**src/rtl/cil_pkg.sv**
```systemverilog
`timescale 1ns/1ps
package cil_pkg;

  typedef enum logic [3:0] {
    ST_MARK, ST_COUNT, ST_GUARD,
    ST_RSTART, ST_REND, ST_DHI, ST_DLO, ST_WRITE,
    ST_CHI, ST_CLO,
    ST_ATTR, ST_AHI, ST_ALO,
    ST_DONE, ST_FAIL
  } ld_state_e;

  // One byte through a bitwise MSB-first CRC-16
  function automatic logic [15:0] crc16_step(input logic [15:0] crc,
                                             input logic [7:0]  b,
                                             input logic [15:0] poly);
    logic [15:0] c;
    logic        fb;
    c = crc;
    for (int i = 7; i >= 0; i--) begin
      fb = c[15] ^ b[i];
      c  = {c[14:0], 1'b0} ^ (fb ? poly : 16'h0000);
    end
    return c;
  endfunction

endpackage

```
**src/rtl/cil_crc_unit.sv**
```systemverilog
`timescale 1ns/1ps
module cil_crc_unit import cil_pkg::*; #(
  parameter logic [15:0] POLY = 16'h1021,
  parameter logic [15:0] INIT = 16'hFFFF
) (
  input  logic        clk,
  input  logic        rst_n,
  input  logic        clear,
  input  logic        update,
  input  logic [7:0]  data,
  output logic [15:0] crc
);
  always_ff @(posedge clk or negedge rst_n) begin
    if (!rst_n)      crc <= INIT;
    else if (clear)  crc <= INIT;
    else if (update) crc <= crc16_step(crc, data, POLY);
  end
endmodule

```
**src/rtl/cil_addr_walker.sv**
```systemverilog
`timescale 1ns/1ps
module cil_addr_walker #(
  parameter int ADDR_W = 16
) (
  input  logic              clk,
  input  logic              rst_n,
  input  logic              load,
  input  logic              step,
  input  logic [7:0]        start_hi,
  input  logic [7:0]        end_hi,
  output logic [ADDR_W-1:0] addr,
  output logic              at_end
);
  localparam int LO_W = ADDR_W - 8;

  logic [ADDR_W-1:0] last_q;

  always_ff @(posedge clk or negedge rst_n) begin
    if (!rst_n) begin
      addr   <= '0;
      last_q <= '0;
    end else if (load) begin
      addr   <= {start_hi, {LO_W{1'b0}}};
      last_q <= {end_hi, {LO_W{1'b1}}};
    end else if (step) begin
      addr   <= addr + 1'b1;
    end
  end

  assign at_end = (addr == last_q);
endmodule

```
**src/rtl/cil_seq.sv**
```systemverilog
`timescale 1ns/1ps
module cil_seq import cil_pkg::*; #(
  parameter int         ATTR_BYTES = 48,
  parameter logic [7:0] MARK       = 8'hA8
) (
  input  logic        clk,
  input  logic        rst_n,
  input  logic [7:0]  in_byte,
  input  logic        in_valid,
  input  logic [15:0] crc_val,
  input  logic        at_end,
  output logic        in_ready,
  output logic        take,
  output logic        crc_clear,
  output logic        crc_update,
  output logic        walk_load,
  output logic        walk_step,
  output logic [7:0]  start_hi,
  output logic        wr_en,
  output logic [15:0] wr_data,
  output logic        done,
  output logic        error,
  output logic        any_fail
);
  localparam int CNT_W = $clog2(ATTR_BYTES + 1);

  ld_state_e        state, nxt;
  logic [7:0]       segs_left;
  logic [7:0]       hi_hold;
  logic [7:0]       exp_hi;
  logic [CNT_W-1:0] attr_cnt;
  logic             hdr_fail, range_fail, sum_fail, sum_match;

  always_comb begin
    in_ready   = !(state inside {ST_WRITE, ST_DONE, ST_FAIL});
    take       = in_valid && in_ready;
    crc_update = take && (state inside {ST_RSTART, ST_REND, ST_DHI, ST_DLO, ST_ATTR});
    crc_clear  = take && (state inside {ST_GUARD, ST_CLO});
    walk_load  = take && (state == ST_REND);
    walk_step  = (state == ST_WRITE) && !at_end;
    wr_en      = (state == ST_WRITE);
    done       = (state == ST_DONE);
    error      = (state == ST_FAIL);
    sum_match  = ({exp_hi, in_byte} == crc_val);
    hdr_fail   = take && (((state == ST_MARK) && (in_byte != MARK)) ||
                          ((state == ST_GUARD) && (in_byte != ~segs_left)));
    range_fail = take && (state == ST_REND) && (in_byte < start_hi);
    sum_fail   = take && (state inside {ST_CLO, ST_ALO}) && !sum_match;
    any_fail   = hdr_fail || range_fail || sum_fail;
  end

  always_comb begin
    nxt = state;
    case (state)
      ST_MARK:   if (take) nxt = ST_COUNT;
      ST_COUNT:  if (take) nxt = ST_GUARD;
      ST_GUARD:  if (take) nxt = (segs_left == 8'd0) ? ST_ATTR : ST_RSTART;
      ST_RSTART: if (take) nxt = ST_REND;
      ST_REND:   if (take) nxt = ST_DHI;
      ST_DHI:    if (take) nxt = ST_DLO;
      ST_DLO:    if (take) nxt = ST_WRITE;
      ST_WRITE:  nxt = at_end ? ST_CHI : ST_DHI;
      ST_CHI:    if (take) nxt = ST_CLO;
      ST_CLO:    if (take) nxt = (segs_left == 8'd1) ? ST_ATTR : ST_RSTART;
      ST_ATTR:   if (take && attr_cnt == CNT_W'(ATTR_BYTES - 1)) nxt = ST_AHI;
      ST_AHI:    if (take) nxt = ST_ALO;
      ST_ALO:    if (take) nxt = ST_DONE;
      ST_DONE:   nxt = ST_DONE;
      default:   nxt = ST_FAIL;
    endcase
    if (any_fail) nxt = ST_FAIL;
  end

  always_ff @(posedge clk or negedge rst_n) begin
    if (!rst_n) begin
      state     <= ST_MARK;
      segs_left <= '0;
      hi_hold   <= '0;
      exp_hi    <= '0;
      start_hi  <= '0;
      attr_cnt  <= '0;
      wr_data   <= '0;
    end else begin
      state <= nxt;
      if (take) begin
        case (state)
          ST_COUNT:       segs_left <= in_byte;
          ST_RSTART:      start_hi  <= in_byte;
          ST_DHI:         hi_hold   <= in_byte;
          ST_DLO:         wr_data   <= {hi_hold, in_byte};
          ST_CHI, ST_AHI: exp_hi    <= in_byte;
          ST_CLO:         segs_left <= segs_left - 8'd1;
          ST_ATTR:        attr_cnt  <= attr_cnt + 1'b1;
          default: ;
        endcase
      end
      if (crc_clear) attr_cnt <= '0;
    end
  end
endmodule

```
**src/rtl/cart_image_loader.sv**
```systemverilog
`timescale 1ns/1ps
module cart_image_loader #(
  parameter int          ADDR_W     = 16,
  parameter int          ATTR_BYTES = 48,
  parameter logic [15:0] CRC_POLY   = 16'h1021,
  parameter logic [15:0] CRC_INIT   = 16'hFFFF,
  parameter logic [7:0]  MARK       = 8'hA8
) (
  input  logic              clk,
  input  logic              rst_n,
  input  logic [7:0]        in_byte,
  input  logic              in_valid,
  output logic              in_ready,
  output logic              wr_en,
  output logic [ADDR_W-1:0] wr_addr,
  output logic [15:0]       wr_data,
  output logic              done,
  output logic              error
);
  // Internal events, named for the checker
  logic        byte_take;
  logic        any_fail;
  logic        crc_clear, crc_update;
  logic        walk_load, walk_step, at_end;
  logic [15:0] crc_val;
  logic [7:0]  start_hi;

  cil_seq #(.ATTR_BYTES(ATTR_BYTES), .MARK(MARK)) seq_i (
    .clk(clk), .rst_n(rst_n), .in_byte(in_byte), .in_valid(in_valid),
    .crc_val(crc_val), .at_end(at_end), .in_ready(in_ready), .take(byte_take),
    .crc_clear(crc_clear), .crc_update(crc_update), .walk_load(walk_load),
    .walk_step(walk_step), .start_hi(start_hi), .wr_en(wr_en), .wr_data(wr_data),
    .done(done), .error(error), .any_fail(any_fail)
  );

  cil_crc_unit #(.POLY(CRC_POLY), .INIT(CRC_INIT)) crc_i (
    .clk(clk), .rst_n(rst_n), .clear(crc_clear), .update(crc_update),
    .data(in_byte), .crc(crc_val)
  );

  cil_addr_walker #(.ADDR_W(ADDR_W)) walk_i (
    .clk(clk), .rst_n(rst_n), .load(walk_load), .step(walk_step),
    .start_hi(start_hi), .end_hi(in_byte), .addr(wr_addr), .at_end(at_end)
  );
endmodule

```
**config.mk**
```make
export PLATFORM = sky130hd
export DESIGN_NAME = cart_image_loader
export DESIGN_NICKNAME = d
export VERILOG_FILES = /design/src/rtl/cil_pkg.sv /design/src/rtl/cil_crc_unit.sv /design/src/rtl/cil_addr_walker.sv /design/src/rtl/cil_seq.sv /design/src/rtl/cart_image_loader.sv
export SDC_FILE = /design/constraint.sdc
export NUM_CORES = 1
export LEC_CHECK = 0
export ABC_AREA = 1
export BUFFER_PORTS_ARGS = -buffer_cell sky130_fd_sc_hd__buf_4
export CORE_ASPECT_RATIO = 0.6
export CORE_MARGIN = 5
export CORE_UTILIZATION = 61
export DETAILED_ROUTE_END_ITERATION = 16
export PLACE_DENSITY = 0.78
export SLEW_MARGIN = 20
export SYNTH_ARGS = -nofsm -noshare
export SYNTH_HDL_FRONTEND = slang
export SYNTH_HIERARCHICAL = 1
export SYNTH_SLANG_ARGS = --single-unit
```
**constraint.sdc**
```tcl
create_clock -name clk -period 2.3 [get_ports clk]
set_input_delay 0.46 -clock clk [delete_from_list [all_inputs] [get_ports clk]]
set_output_delay 0.46 -clock clk [all_outputs]
set_load 0.01 [all_outputs]
```
# Word-level counts from Yosys, hierarchy flattened

Cells that the tools add are included.

Input bits: 11
Bits in registers: 106
Output and inout port bits: 36
Logic and storage cells: 133

Equal/unequal tests: 32
Bitwise logic cells: 17
$add $sub $neg: 3
Order comparisons: 1
Reductions and logical operators: 37
Muxes and demuxes: 33

Operators with widths:

| cell                                                  | count |
|---|---|
| XOR 16 bit                                            | 8 |
| 2-to-1 mux 13 bit                                     | 8 |
| 2-to-1 mux 16 bit                                     | 4 |
| 2-to-1 mux 4 bit                                      | 16 |
| case mux 4 bit (14 select lines)                      | 1 |
| inequality test 3 x 2 -> 1 bit, second input constant | 11 |
| equality test 16 bit                                  | 2 |
| equality test 4 bit, second input constant            | 7 |
| 2-to-1 mux 6 bit                                      | 3 |
| adder 16 x 1 -> 16 bit, second input constant         | 1 |
| equality test 4 x 3 -> 1 bit, second input constant   | 4 |
| case mux 8 bit (2 select lines)                       | 1 |
| nonzero test 2 bit                                    | 7 |
| logical AND 1 bit                                     | 12 |
| AND reduction 12 bit                                  | 1 |
| AND reduction 2 bit                                   | 6 |
| equality test 4 x 2 -> 1 bit, second input constant   | 2 |
| equality test 8 x 1 -> 1 bit, second input constant   | 1 |
| logical NOT 8 bit                                     | 1 |
| < comparator 8 bit                                    | 1 |
| inequality test 8 bit                                 | 1 |
| inequality test 8 bit, second input constant          | 1 |
| inverter 8 bit                                        | 1 |
| subtractor 8 x 1 -> 8 bit, second input constant      | 1 |
| other kinds (11)                                      | 22 |

# Depth between registers and ports, before layout

Depth in word-level cells: 26
Depth in mapped cells: 13
Depth with buffers taken out: 12

# Cells and area by module

Netlist, hierarchy kept.

By module, submodules not included:

| module          | area each (sq um) | sequential area each (sq um) | times used | cells each |
|---|---|---|---|---|
| cil_seq         | 3462.1            | 1451.4                       | 1          | 478 |
| cil_addr_walker | 1517.7            | 625.6                        | 1          | 215 |
| cil_crc_unit    | 1029.7            | 420.4                        | 1          | 134 |

# Least setup slack after synthesis

Ideal clock, no wire load.

Path type: register -> register
Start: register seq_i.state[0]
End: register crc_i.crc[10]
Setup time: 0.080 ns
Buffers on the path: 1
Data arrival time: 1.761 ns
Clock period less this slack: 1.841 ns
Path slack: 0.459 ns
Data required time: 2.220 ns
Cell stages (with the launch flop): 14
Path through: dfrtp_1 -> nand2_1 -> inv_2 -> nor2_1 -> nand2_2 -> nand3_4 -> inv_2 -> o21ai_2 -> inv_1 -> buf_2 -> nor2_2 -> o21ai_1 -> a21oi_1 -> nor2_1

Cells in the longest elaborated chain, start to end: 6
Elaborated cells on any way between the ends: 19
Those cells by class: 10 x eq/ne; 1 x mux; 8 x reduce/logical

RTL lines:

| what                                                                | RTL line                | text |
|---|---|---|
| from (decl)                                                         | cil_seq.sv:27           | `ld_state_e state, nxt;` |
| from (signal assigned)                                              | cil_seq.sv:84           | `state <= nxt;` |
| equality test 4 x 3 -> 1 bit or equality test 4 bit (tied branches) | cil_seq.sv:35           | `in_ready = !(state inside {ST_WRITE, ST_DONE, ST_FAIL});` |
| nonzero test 3 bit (*)                                              | cil_seq.sv:35           |  |
| logical NOT 1 bit (*)                                               | cil_seq.sv:35           |  |
| logical AND 1 bit (*)                                               | cil_seq.sv:36           | `take = in_valid && in_ready;` |
| via byte_take                                                       | cart_image_loader.sv:21 | `logic byte_take;` |
| logical AND 1 bit (*)                                               | cil_seq.sv:38           | `crc_clear = take && (state inside {ST_GUARD, ST_CLO});` |
| via crc_clear                                                       | cart_image_loader.sv:23 | `logic crc_clear, crc_update;` |
| 2-to-1 mux 16 bit or nonzero test 2 bit (tied branches)             | -                       |  |
| to (signal assigned)                                                | cil_crc_unit.sv:16      | `else if (update) crc <= crc16_step(crc, data, POLY);` |
| to (decl)                                                           | cil_crc_unit.sv:11      | `output logic [15:0] crc` |

The timed path passes the listed nets; every way through them passes the cells marked *.
A chain may end at the register's enable or synchronous reset.

# Worst setup path after layout

Start: register walk_i.addr[5]
End: register walk_i.addr[8]

Cells in the longest elaborated chain, start to end: 4
Elaborated cells on any way between the ends: 7
Those cells by class: 1 x add/sub; 1 x eq/ne; 2 x mux; 3 x reduce/logical

RTL lines:

| what                         | RTL line                | text |
|---|---|---|
| from (decl)                  | cil_addr_walker.sv:11   | `output logic [ADDR_W-1:0] addr,` |
| from (signal assigned)       | cil_addr_walker.sv:23   | `addr <= {start_hi, {LO_W{1'b0}}};` |
| from (signal assigned)       | cil_addr_walker.sv:26   | `addr <= addr + 1'b1;` |
| equality test 16 bit         | cil_addr_walker.sv:30   | `assign at_end = (addr == last_q);` |
| via at_end                   | cart_image_loader.sv:24 | `logic walk_load, walk_step, at_end;` |
| logical NOT 1 bit            | cil_seq.sv:40           | `walk_step = (state == ST_WRITE) && !at_end;` |
| logical AND 1 bit            | cil_seq.sv:40           |  |
| via walk_step                | cart_image_loader.sv:24 |  |
| nonzero test 2 bit (no line) | -                       |  |

The timed path passes the listed nets, and every way through them passes these cells. The select of a mux whose other input is x is not followed.

==> summary.txt <==
Status
  – Outcome: finished, final reports clean

STA
  – Clk_skew: 10.0 ps
  – Max Freq: 0.477 GHz
  – Final hold violations: 0
  – Final Max Slew Viols: 0
  – Slew @ Worst Pin: 485 ps
  – Post-layout min period: 2100 ps
  – Hold Slack: 99.7 ps
  – Slew headroom: 67.7%
  – Final worst path period share: 91.2%
  – Unrepaired setup endpoints after global routing: false
  – Final setup viols: 0
  – Setup TNS: 0 ps

Floorplan
  – Row cnt: 28
  – Die Ht: 86.9 µm
  – Die width: 138 µm
  – Total core area: 9740 µm²
  – Ports: 47
  – Die area: 12000 µm²
  – Initial Utilization: 61.7%

Detailed routing
  – Vias per inst: 5.71
  – Routed WL: 16600 µm
  – Drc violations: 0
  – Routed Antenna Nets: 0
  – Wire per inst: 16.2 µm
  – Via Count: 5825
  – Initial drt markers: 662
  – First-pass detailed-route iteration total: 6

Clock network
  – CTS Buf Count: 9
  – H-tree level count: 3
  – Worst skew pair latency: 350 ps
  – CTS tree: done
  – CTS Sinks: 99
  – Clk buf depth: 2
  – Clock Pin Slew Worst Setup and Hold Paths: 70 ps
  – Setup Fix Bufs, Post-CTS: 0
  – CTS Root Cell: clkbuf_16

Yosys
  – YS warnings: 6
  – Post-synth design cell area: 6010 µm²
  – Syn Area/Cell: 7.27 µm²
  – Syn Inst Count: 826
  – Mapped Nets: 848

Final layout
  – Layout cells sized above 1: 15.9%
  – Area Growth Syn to Fin: 14.2%
  – Final core utilization: 70.4%
  – Diode count: 0
  – Post-layout nets: 902

Setup path
  – CP endpoint kind: register
  – CP arrival: 2360 ps
  – FF-to-FF setup slack: 200 ps
  – CP Data Required Time: 2560 ps
  – R2R depth: 10
  – Reg-to-reg endpoint: walk_i/addr[8]$_DFFE_PN0P_
  – Worst Setup Start Kind: register
  – Setup CP Type: reg2reg
  – Worst-path maximum fanout: 10
  – Worst r2r src: walk_i/addr[5]$_DFFE_PN0P_

GRT
  – Vias in the first global route: 5577
  – Grt total ovfl: 0
  – First-pass GRT wire length: 27600 µm
  – GRT Overall Usage: 28.5%
  – Largest net degree at the start of global routing: 64
  – Initial antenna violation count: 0

Flow run
  – Max cap viols: 0

Power and ir drop
  – Lkg Pwr: 3.46 nW
  – Final Total Pwr: 3.50 mW
  – Max IR drop VDD: 426 µV
  – Power per cell area: 510 nW/µm²

Placed design
  – Placer's final routability congestion estimate: 1.05
  – IO buf count: 46
  – Post-DP HPWL: 12100 µm

Hold path
  – Hold Path Class: in2async
## timing repair
item,in CTS,in global routing
setup endpoints to repair,0,13
hold endpoints to repair,0,0
hold buffers,0,0
gates resized for setup,0,4
## final cells by class
class | instances | area (µm²)
sequential | 99 | 2500
inverter | 116 | 435
multi-input combinational | 597 | 3010
clock inverter | 6 | 72.6
fill | 839 | 2880
timing repair buffer | 57 | 440
clock buffer | 10 | 239
tap | 135 | 169
## per-layer routing
metal | routed length, µm | global-route usage, % | vias up | part of all wire, %
li1 | - | - | 2741 | -
met1 | 7550 | 41.5 | 2758 | 46
met2 | 7140 | 44.5 | 295 | 43
met3 | 1600 | 5.60 | 31 | 9.7
met4 | 259 | 7.35 | 0 | 1.6
met5 | 0 | 0 | - | 0
## where the power goes
part | switching, mW | internal [mW]
sequential | 0 | 1.74
combinational | 0.136 | 0.0520
clock | 0.685 | 0.885
total | 0.821 | 2.68
## worst max path at each step
stage | start | end | slack (ps) | depth (start not counted)
6_report | walk_i/addr[5]$_DFFE_PN0P_ | walk_i/addr[8]$_DFFE_PN0P_ | 200 | 10
5_1_grt | walk_i/addr[13]$_DFFE_PN0P_ | walk_i/addr[8]$_DFFE_PN0P_ | 20 | 10
4_1_cts | walk_i/addr[4]$_DFFE_PN0P_ | walk_i/addr[8]$_DFFE_PN0P_ | 8 | 11
3_5_place_dp | walk_i/addr[5]$_DFFE_PN0P_ | walk_i/addr[8]$_DFFE_PN0P_ | 60 | 11
3_3_place_gp | walk_i/addr[4]$_DFFE_PN0P_ | walk_i/addr[8]$_DFFE_PN0P_ | 210 | 11
2_1_floorplan | seq_i/state[0]$_DFFE_PN0P_ | crc_i/crc[10]$_DFFE_PN1P_ | 460 | 13
## registers in the layout, summed over array words and instances (netlist names)
register         cells
seq_i/state          4
seq_i/start_hi       8
seq_i/segs_left      8
walk_i/last_q        9
crc_i/crc           16
seq_i/hi_hold        8
walk_i/addr         16
seq_i/attr_cnt       6
seq_i/wr_data       16
seq_i/exp_hi         8
## worst max-delay path, stage by stage (launching register included)
cell	delay, ps
dfrtp_1	420
nand2_1	170
nor2_4	150
nand3_1	80
nor2_1	100
nor2_1	50
nor2_1	230
nor2_2	140
nor2_2	400
a22oi_1	140
o21ai_1	130
## through the flow
| step | setup slack, ps | std cells | area [µm²] |
|---|---|---|---|
| floorplan | 459 | 826 | 6010 |
| global placement | 214 | 1004 | 6540 |
| detailed placement | 61.5 | 1004 | 6540 |
| CTS | 7.78 | 1020 | 6850 |
| global route | 22.2 | 1020 | 6860 |
| finish | 203 | 1020 | 6860 |
## layout by cell type (no fill, tap or decap), drive strengths merged, types with 8 or more instances in the layout
cell type,count
a22oi,10
ha,11
o21ai,64
nor2,93
clkbuf,10
nand4,13
o21a,16
nand2,271
dfrtp,83
nor3,11
a21oi,29
mux2,8
nand3,37
inv,118
buf,57
dfstp,16
xor2,11
Power figures use the tool's default switching activity.
